`src/rtl/i2cm_evt_pkg.sv`:
```
`timescale 1ns/1ps
package i2cm_evt_pkg;
  localparam int unsigned EVT_W  = 5;
  localparam int unsigned DATA_W = 16;
  localparam int unsigned GO_N   = 3;

  // status bit positions (decoded by software)
  localparam int unsigned BIT_DONE   = 0;
  localparam int unsigned BIT_ACKERR = 1;
  localparam int unsigned BIT_HSNACK = 2;
  localparam int unsigned BIT_ARB    = 3;
  localparam int unsigned BIT_RSDONE = 4;

  // command word bit positions: start, chained trigger, more-follow
  localparam int unsigned GO_POS [GO_N] = '{0, 14, 15};

  typedef enum logic [1:0] {
    SEL_STATUS = 2'd0,
    SEL_MASK   = 2'd1,
    SEL_CMD    = 2'd2,
    SEL_NONE   = 2'd3
  } cfg_sel_e;
endpackage

```
`src/rtl/evt_sticky.sv`:
```
`timescale 1ns/1ps
module evt_sticky #(
  parameter int unsigned W = 5
) (
  input  logic         clk,
  input  logic         rst,
  input  logic [W-1:0] set_i,
  input  logic [W-1:0] clr_i,
  output logic [W-1:0] sts_o
);
  logic [W-1:0] sts_q;

  for (genvar k = 0; k < W; k++) begin : g_bit
    always_ff @(posedge clk) begin
      if (rst)           sts_q[k] <= 1'b0;
      else if (set_i[k]) sts_q[k] <= 1'b1;   // set wins over clear
      else if (clr_i[k]) sts_q[k] <= 1'b0;
    end

    p_latch_r2: assert property (@(posedge clk) disable iff (rst)
      set_i[k] |=> sts_q[k]);
    p_sticky_r2: assert property (@(posedge clk) disable iff (rst)
      (sts_q[k] && !clr_i[k]) |=> sts_q[k]);
    p_clear_r3: assert property (@(posedge clk) disable iff (rst)
      (clr_i[k] && !set_i[k]) |=> !sts_q[k]);
  end

  assign sts_o = sts_q;
endmodule

```
`src/rtl/irq_merge.sv`:
```
`timescale 1ns/1ps
module irq_merge #(
  parameter int unsigned W = 5
) (
  input  logic         clk,
  input  logic         rst,
  input  logic [W-1:0] sts_i,
  input  logic [W-1:0] msk_i,
  output logic         irq_o
);
  logic irq_q;

  always_ff @(posedge clk) begin
    if (rst) irq_q <= 1'b0;
    else     irq_q <= |(sts_i & msk_i);
  end

  p_irq_rise_r5: assert property (@(posedge clk) disable iff (rst)
    (|(sts_i & msk_i)) |=> irq_q);
  p_irq_fall_r6: assert property (@(posedge clk) disable iff (rst)
    !(|(sts_i & msk_i)) |=> !irq_q);

  assign irq_o = irq_q;
endmodule

```
`src/rtl/cmd_pulse.sv`:
```
`timescale 1ns/1ps
module cmd_pulse
  import i2cm_evt_pkg::*;
#(
  parameter int unsigned DW = DATA_W
) (
  input  logic            clk,
  input  logic            rst,
  input  logic            we_i,
  input  logic [DW-1:0]   wdata_i,
  output logic [GO_N-1:0] go_o
);
  logic [GO_N-1:0] go_d, go_q;

  for (genvar k = 0; k < GO_N; k++) begin : g_go
    localparam logic [DW-1:0] PICK = DW'(1) << GO_POS[k];
    assign go_d[k] = we_i & (|(wdata_i & PICK));

    always_ff @(posedge clk) begin
      if (rst) go_q[k] <= 1'b0;
      else     go_q[k] <= go_d[k];   // self-clearing pulse
    end

    p_self_clear_r10: assert property (@(posedge clk) disable iff (rst)
      (go_q[k] && !go_d[k]) |=> !go_q[k]);
    p_no_cmd_r10: assert property (@(posedge clk) disable iff (rst)
      !we_i |=> !go_q[k]);
  end

  assign go_o = go_q;
endmodule

```
`src/rtl/i2cm_evt_irq.sv`:
```
`timescale 1ns/1ps
module i2cm_evt_irq
  import i2cm_evt_pkg::*;
#(
  parameter int unsigned EW = EVT_W,
  parameter int unsigned DW = DATA_W
) (
  input  logic          clk,
  input  logic          rst,
  input  logic [EW-1:0] evt_i,
  input  logic          auto_rs_en_i,
  input  logic          cfg_we_i,
  input  logic [1:0]    cfg_sel_i,
  input  logic [DW-1:0] cfg_wdata_i,
  output logic [EW-1:0] status_o,
  output logic [EW-1:0] mask_o,
  output logic          irq_o,
  output logic          go_start_o,
  output logic          go_multi_trig_o,
  output logic          go_multi_cfg_o
);
  localparam logic [EW-1:0] RS_ONLY = EW'(1) << BIT_RSDONE;

  cfg_sel_e        sel;
  logic [EW-1:0]   evt_gated, clr_vec, mask_q, sts;
  logic [GO_N-1:0] go;
  logic            wr_sts, wr_msk, wr_cmd;

  assign sel    = cfg_sel_e'(cfg_sel_i);
  assign wr_sts = cfg_we_i && (sel == SEL_STATUS);
  assign wr_msk = cfg_we_i && (sel == SEL_MASK);
  assign wr_cmd = cfg_we_i && (sel == SEL_CMD);

  // restart-done event only counts while chaining is on
  assign evt_gated = evt_i & ~(auto_rs_en_i ? '0 : RS_ONLY);
  assign clr_vec   = wr_sts ? cfg_wdata_i[EW-1:0] : '0;

  always_ff @(posedge clk) begin
    if (rst)         mask_q <= '0;
    else if (wr_msk) mask_q <= cfg_wdata_i[EW-1:0];
  end

  evt_sticky #(.W(EW)) u_sticky (
    .clk(clk), .rst(rst), .set_i(evt_gated), .clr_i(clr_vec), .sts_o(sts)
  );

  irq_merge #(.W(EW)) u_irq (
    .clk(clk), .rst(rst), .sts_i(sts), .msk_i(mask_q), .irq_o(irq_o)
  );

  cmd_pulse #(.DW(DW)) u_cmd (
    .clk(clk), .rst(rst), .we_i(wr_cmd), .wdata_i(cfg_wdata_i), .go_o(go)
  );

  assign status_o        = sts;
  assign mask_o          = mask_q;
  assign go_start_o      = go[0];
  assign go_multi_trig_o = go[1];
  assign go_multi_cfg_o  = go[2];

  p_rs_gate_r8: assert property (@(posedge clk) disable iff (rst)
    (!auto_rs_en_i && !status_o[BIT_RSDONE]) |=> !status_o[BIT_RSDONE]);
  p_mask_hold_r5: assert property (@(posedge clk) disable iff (rst)
    !wr_msk |=> $stable(mask_o));
  p_nack_then_done_r7: assert property (@(posedge clk) disable iff (rst)
    (status_o[BIT_ACKERR] && evt_i[BIT_DONE] && !wr_sts) |=>
      (status_o[BIT_ACKERR] && status_o[BIT_DONE]));
endmodule

```
`config.mk`:
```
export PLATFORM = sky130hd
export DESIGN_NAME = i2cm_evt_irq
export DESIGN_NICKNAME = d
export VERILOG_FILES = /design/src/rtl/i2cm_evt_pkg.sv /design/src/rtl/evt_sticky.sv /design/src/rtl/irq_merge.sv /design/src/rtl/cmd_pulse.sv /design/src/rtl/i2cm_evt_irq.sv
export SDC_FILE = /design/constraint.sdc
export NUM_CORES = 1
export LEC_CHECK = 0
export BUFFER_PORTS_ARGS = -buffer_cell sky130_fd_sc_hd__buf_4
export CAP_MARGIN = 10
export CELL_PAD_IN_SITES_DETAIL_PLACEMENT = 1
export CELL_PAD_IN_SITES_GLOBAL_PLACEMENT = 2
export CORE_ASPECT_RATIO = 1.2
export CORE_MARGIN = 4
export CORE_UTILIZATION = 21
export CTS_BUF_LIST = sky130_fd_sc_hd__clkbuf_16
export CTS_CLUSTER_SIZE = 25
export DETAILED_ROUTE_END_ITERATION = 6
export PLACE_DENSITY_LB_ADDON = 0.1
export SLEW_MARGIN = 20
export SYNTH_ARGS = -nofsm -noshare
export SYNTH_HDL_FRONTEND = slang
export SYNTH_SLANG_ARGS = --single-unit
```
`constraint.sdc`:
```
create_clock -name clk -period 1.4 [get_ports clk]
set_clock_uncertainty 0.05 [all_clocks]
set_input_delay 0 -clock clk [delete_from_list [all_inputs] [get_ports clk]]
set_output_delay 0 -clock clk [all_outputs]
set_load 0.05 [all_outputs]
```
## Word-level counts from Yosys, hierarchy flattened

Cells that the tools add are included.

| storage, ports and cells | value |
|---|---|
| bits in registers | 14 |
| bits of input ports | 27 |
| word-level logic and storage cells | 40 |

| cells by class | value |
|---|---|
| equality and inequality tests | 2 |
| mux-type cells | 12 |
| bitwise operators | 6 |
| reductions and logical operators | 10 |

Operators by type and width:

| cell | count |
|---|---|
| 5-bit AND | 2 |
| 1-bit 2-to-1 mux | 10 |
| 5-bit 2-to-1 mux | 2 |
| 2-bit nonzero test | 5 |
| 5-bit NOT | 1 |
| 5-bit OR reduction | 1 |
| 1-bit AND | 3 |
| 1-bit logical AND | 3 |
| 2-bit by 1-bit == test with 1-bit output (second input constant) | 1 |
| 2-bit == test (second input constant) | 1 |
| 2-bit logical NOT | 1 |

## Longest topological paths before layout

| logic depth | value |
|---|---|
| word-level depth | 5 |
| gate-level depth with buffers | 3 |
| depth with buffers taken out | 3 |

## Cells and area by module

A second synthesis with hierarchy kept.

| second synthesis, totals | value |
|---|---|
| cell total of the unflattened synthesis | 60 |
| area total of the unflattened synthesis | 591.8 µm² |

By module, submodules not included:

| module | instances | cells an instance | area an instance (µm²) |
|---|---|---|---|
| i2cm_evt_irq | 1 | 30 | 287.8 |
| evt_sticky | 1 | 20 | 175.2 |
| cmd_pulse | 1 | 6 | 86.3 |
| irq_merge | 1 | 4 | 42.5 |

## Worst setup path before layout

Ideal clock, no wire load.

| timing | value |
|---|---|
| path type | register -> register |
| start | reg mask_q[1], in the netlist mask_o[1] |
| end | reg u_irq.irq_q, in the netlist u_irq.irq_o |
| library setup time | 0.132 ns |
| arrival | 0.929 ns |
| required time | 1.218 ns |
| path slack | 0.288 ns |
| stages on the path, launching flop included | 3 |
| buffers on the path | 0 |
| cell sequence | dfxtp_1 -> a222oi_1 -> a21oi_1 |

| between the ends | value |
|---|---|
| word-level cells in the longest chain between the ends | 2 |

RTL lines:

| item | RTL line | text |
|---|---|---|
| from (decl) | i2cm_evt_irq.sv:25 | `logic [EW-1:0] evt_gated, clr_vec, mask_q, sts;` |
| from (signal assigned) | i2cm_evt_irq.sv:40 | `else if (wr_msk) mask_q <= cfg_wdata_i[EW-1:0];` |
| 5-bit AND | irq_merge.sv:15 | `else irq_q <= \|(sts_i & msk_i);` |
| 5-bit OR reduction | irq_merge.sv:15 |  |
| to (signal assigned) | irq_merge.sv:15 |  |
| to (decl) | irq_merge.sv:11 | `logic irq_q;` |

Every way passes these cells.
A chain may end at the register's enable or synchronous reset.

==> summary.md <==
| Metric | Value |
|---|---|
| Critical path's slowest cell | `dlygate4sd3_1` |
| Final Setup Violations | `0` |
| Count of warnings emitted by yosys | `0` |
| Worst path arrival time | `1.39 ns` |
| Synth Cell Area | `525.5 um2` |
| Placeable core region | `2330 um2` |
| Horiz. Die Dim | `53.67 um` |
| Delay of the slowest critical-path stage | `0.55 ns` |
| Total power per unit cell area | `1133 nW/um2` |
| Fraction of synthesized area in multiplexers | `9.524%` |
| Count of final max-slew check failures | `0` |
| CTS Sinks | `14` |
| Final-report hold violation count | `0` |
| Post-CTS Repair Setup Buffers | `0` |
| Pin count of the biggest net entering global routing | `13` |
| Post-synthesis sequential element count | `14` |
| Achievable Freq | `763.7 MHz` |
| Top cells by area, synth | `dfxtp_1, mux2i_1, nor3b_2, nor2_1, nor3_1` |
| Global-route wire length before repair | `2766 um` |
| Antenna diode count | `0` |
| Required time reported for the critical path endpoint | `1.48 ns` |
| Post-synth top area cell | `dfxtp_1` |
| Clock latency of the later-clocked register in the worst-skew pair | `0.24 ns` |
| DRC violation total after the first TritonRoute iteration | `4` |
| Setup_tns | `0 ns` |
| Sequential cell area fraction in the yosys report | `53.33%` |
| CP max FO | `2` |
| Post-synthesis simple-gate area fraction | `29.52%` |
| Count of nets left with antenna violations after detail routing | `0` |
| CTS tree | `yes` |
| Max Buffers Root-to-Sink | `2` |
| Critical Path Sink Type | `register` |
| Largest family of logic cells by synthesized area | `simple AND/OR/NAND/NOR gates` |
| Via count | `565` |
| Overall routed net length | `1627 um` |
| Antenna violations before repair | `0` |
| DRC viols | `0` |
| Time the worst path needs with I/O delays and setup | `1.309 ns` |
| Ports placed on the boundary | `41` |
| CP most frequent cell | `dlygate4sd3_1` |
| Routability congestion estimate | `0.6277` |
| Ratio of cells with drive above 1 in the final layout | `38.61%` |
| Xor/xnor cell area share of the yosys netlist | `0%` |
| Number of detailed-route iterations in the first pass | `3` |
| Routed length per instance | `12.33 um` |
| Leftover overflow at the end of global routing | `0` |
| Outcome | `finished clean` |
| Vias in the first global route | `641` |
| RSZ-0062 raised after global routing | `no` |
| Number of input and output port buffers inserted | `31` |
| Maximum Capacitance Violations | `0` |
| Crit-path cells | `dlygate4sd3_1 -> buf_4 -> mux2i_1 -> nor2_1 -> dlygate4sd3_1` |
| Library cells used by synthesis | `16` |
| Worst-Margin Slew | `0.4389 ns` |
| H-Tree Depth | `1` |
| Register clock-pin slew on the reported worst setup and hold paths | `0.05 ns` |
| Die area | `3370 um2` |
| Adder-cell share of the synthesized area | `0%` |
| Die extent in y | `62.80 um` |
| Effective utilization at floorplan | `22.56%` |
| Final Power | `1.184 mW` |
| Leakage power figure | `0.5011 nW` |
| Area share of the largest cell type after synthesis | `53.33%` |
| Synthesized-area fraction occupied by ao, oa, aoi and oai cells | `6.190%` |
| Startpoint class of the critical path | `input port` |
| Post-detailed-placement half-perimeter wirelength | `1148 um` |
| Fin crit share | `93.53%` |
| Worst slew margin | `70.34%` |
| Total placed instance area | `793.3 um2` |
| Detail-routed via count per cell | `4.280` |
| Area Growth Syn to Fin | `98.81%` |
| Synthesized netlist net count | `77` |
| Setup CP Type | `input port to register` |
| Worst VDD drop | `0.5057 mV` |
| Num rows | `19` |
| Overall global routing resource usage | `11.16%` |
| Number of nets in the finished design | `129` |
| Design area | `1045 um2` |
| Tightest Hold Check Type | `input port to register` |
| Cells after synthesis | `50` |
| Avg Synthesized Cell Area | `10.51 um2` |
| TritonCTS Buffers | `3` |
| Root cell of the clock tree | `clkbuf_16` |
metal layers:
metal | track usage, % | vias up | share of wire (%)
li1 | - | 278 | -
met4 | 4.792 | 0 | 1.1
met1 | 13.39 | 262 | 41
met2 | 17.73 | 23 | 51
met3 | 3.341 | 2 | 7.0
met5 | 0 | - | 0
synth_stat cells (all sizes together):
cell type and instances:
a21oi 2, a222oi 1, a22oi 1, and2 3, clkbuf 1, dfxtp 14
inv 1, mux2i 5, nand2 1, nand3b 1, nor2 9, nor3 4
nor3b 4, nor4bb 1, o21ai 1, or3b 1
worst max-delay path: cells and delay by family:
kind / cells / cell delay, ns
buf+inv: 3 / 1.21
mux: 1 / 0.12
simple gates: 1 / 0.05
flip-flops by register name (all words and copies together) (netlist names):
register and count:
u_irq.irq_o 1, mask_o 5, u_sticky.sts_o 5, u_cmd.go_o 3
per-stage QoR:
stage | std cells | util [%] | hold WS [ns] | setup WS (ns)
2_1_floorplan | 50 | - | 0.02931 | 0.2885
3_3_place_gp | 111 | 34.05 | 0.1567 | 0.3713
3_5_place_dp | 111 | 34.05 | 0.1587 | 0.3723
4_1_cts | 132 | 44.74 | 0.05223 | 0.08450
5_1_grt | 132 | 44.84 | 0.07108 | 0.01784
6_report | 132 | 44.84 | 0.05643 | 0.09065
report_power, final:
part | switching, mW | internal [mW] | total [mW]
Combinational | 0.109 | 0.102 | 0.212
Clock | 0.163 | 0.378 | 0.541
Sequential | 0.0130 | 0.418 | 0.431
Total | 0.286 | 0.898 | 1.18
what timing repair did:
action,CTS,global route
endpoints found under the setup margin,0,1
resized for setup,0,1
hold buffers,17,0
endpoints found under the hold margin,14,0
logic make-up after synthesis:
logic type	count (synthesis)
compound gates	5
flops	14
mux	5
buf+inv	2
simple gates	24
cell usage in the layout, fill, tap and decap left out:
master | netlist | final
buf_4 | 0 | 31
dlygate4sd3_1 | 0 | 16
dfxtp_1 | 14 | 14
nor2_1 | 9 | 9
mux2i_1 | 5 | 5
nor3b_2 | 4 | 4
nor3_1 | 4 | 4
and2_1 | 3 | 3
clkbuf_16 | 0 | 3
a21oi_1 | 2 | 2
a222oi_1 | 1 | 1
a22oi_1 | 1 | 1
nor4bb_1 | 1 | 1
nand2_1 | 1 | 1
inv_1 | 1 | 1
or3b_4 | 1 | 1
o21ai_0 | 1 | 1
nand3b_1 | 1 | 1
clkinv_1 | 0 | 1
dlymetal6s4s_1 | 0 | 1
area by class of cell:
| cell class | instances | area [um2] |
|---|---|---|
| multi-input cells | 34 | 237.7 |
| well taps | 31 | 38.79 |
| fillers | 298 | 1285 |
| flip-flops and latches | 14 | 280.3 |
| clock buffers | 3 | 75.07 |
| clock inverters | 1 | 3.754 |
| inverters | 1 | 3.754 |
| repair buffers | 48 | 405.4 |
worst paths after layout:
path / from / end / slack [ns] / cells after the start
worst max-delay path: cfg_wdata_i[3] / mask_o[3] / 0.09 / 5
worst min-delay path: cfg_sel_i[0] / u_cmd.go_o[1] / 0.06 / 3
worst max register to register: mask_o[3] / mask_o[3] / 0.18 / 3
worst min register to register: u_sticky.sts_o[4] / u_sticky.sts_o[4] / 0.46 / 2
Power figures use the tool's default switching activity.
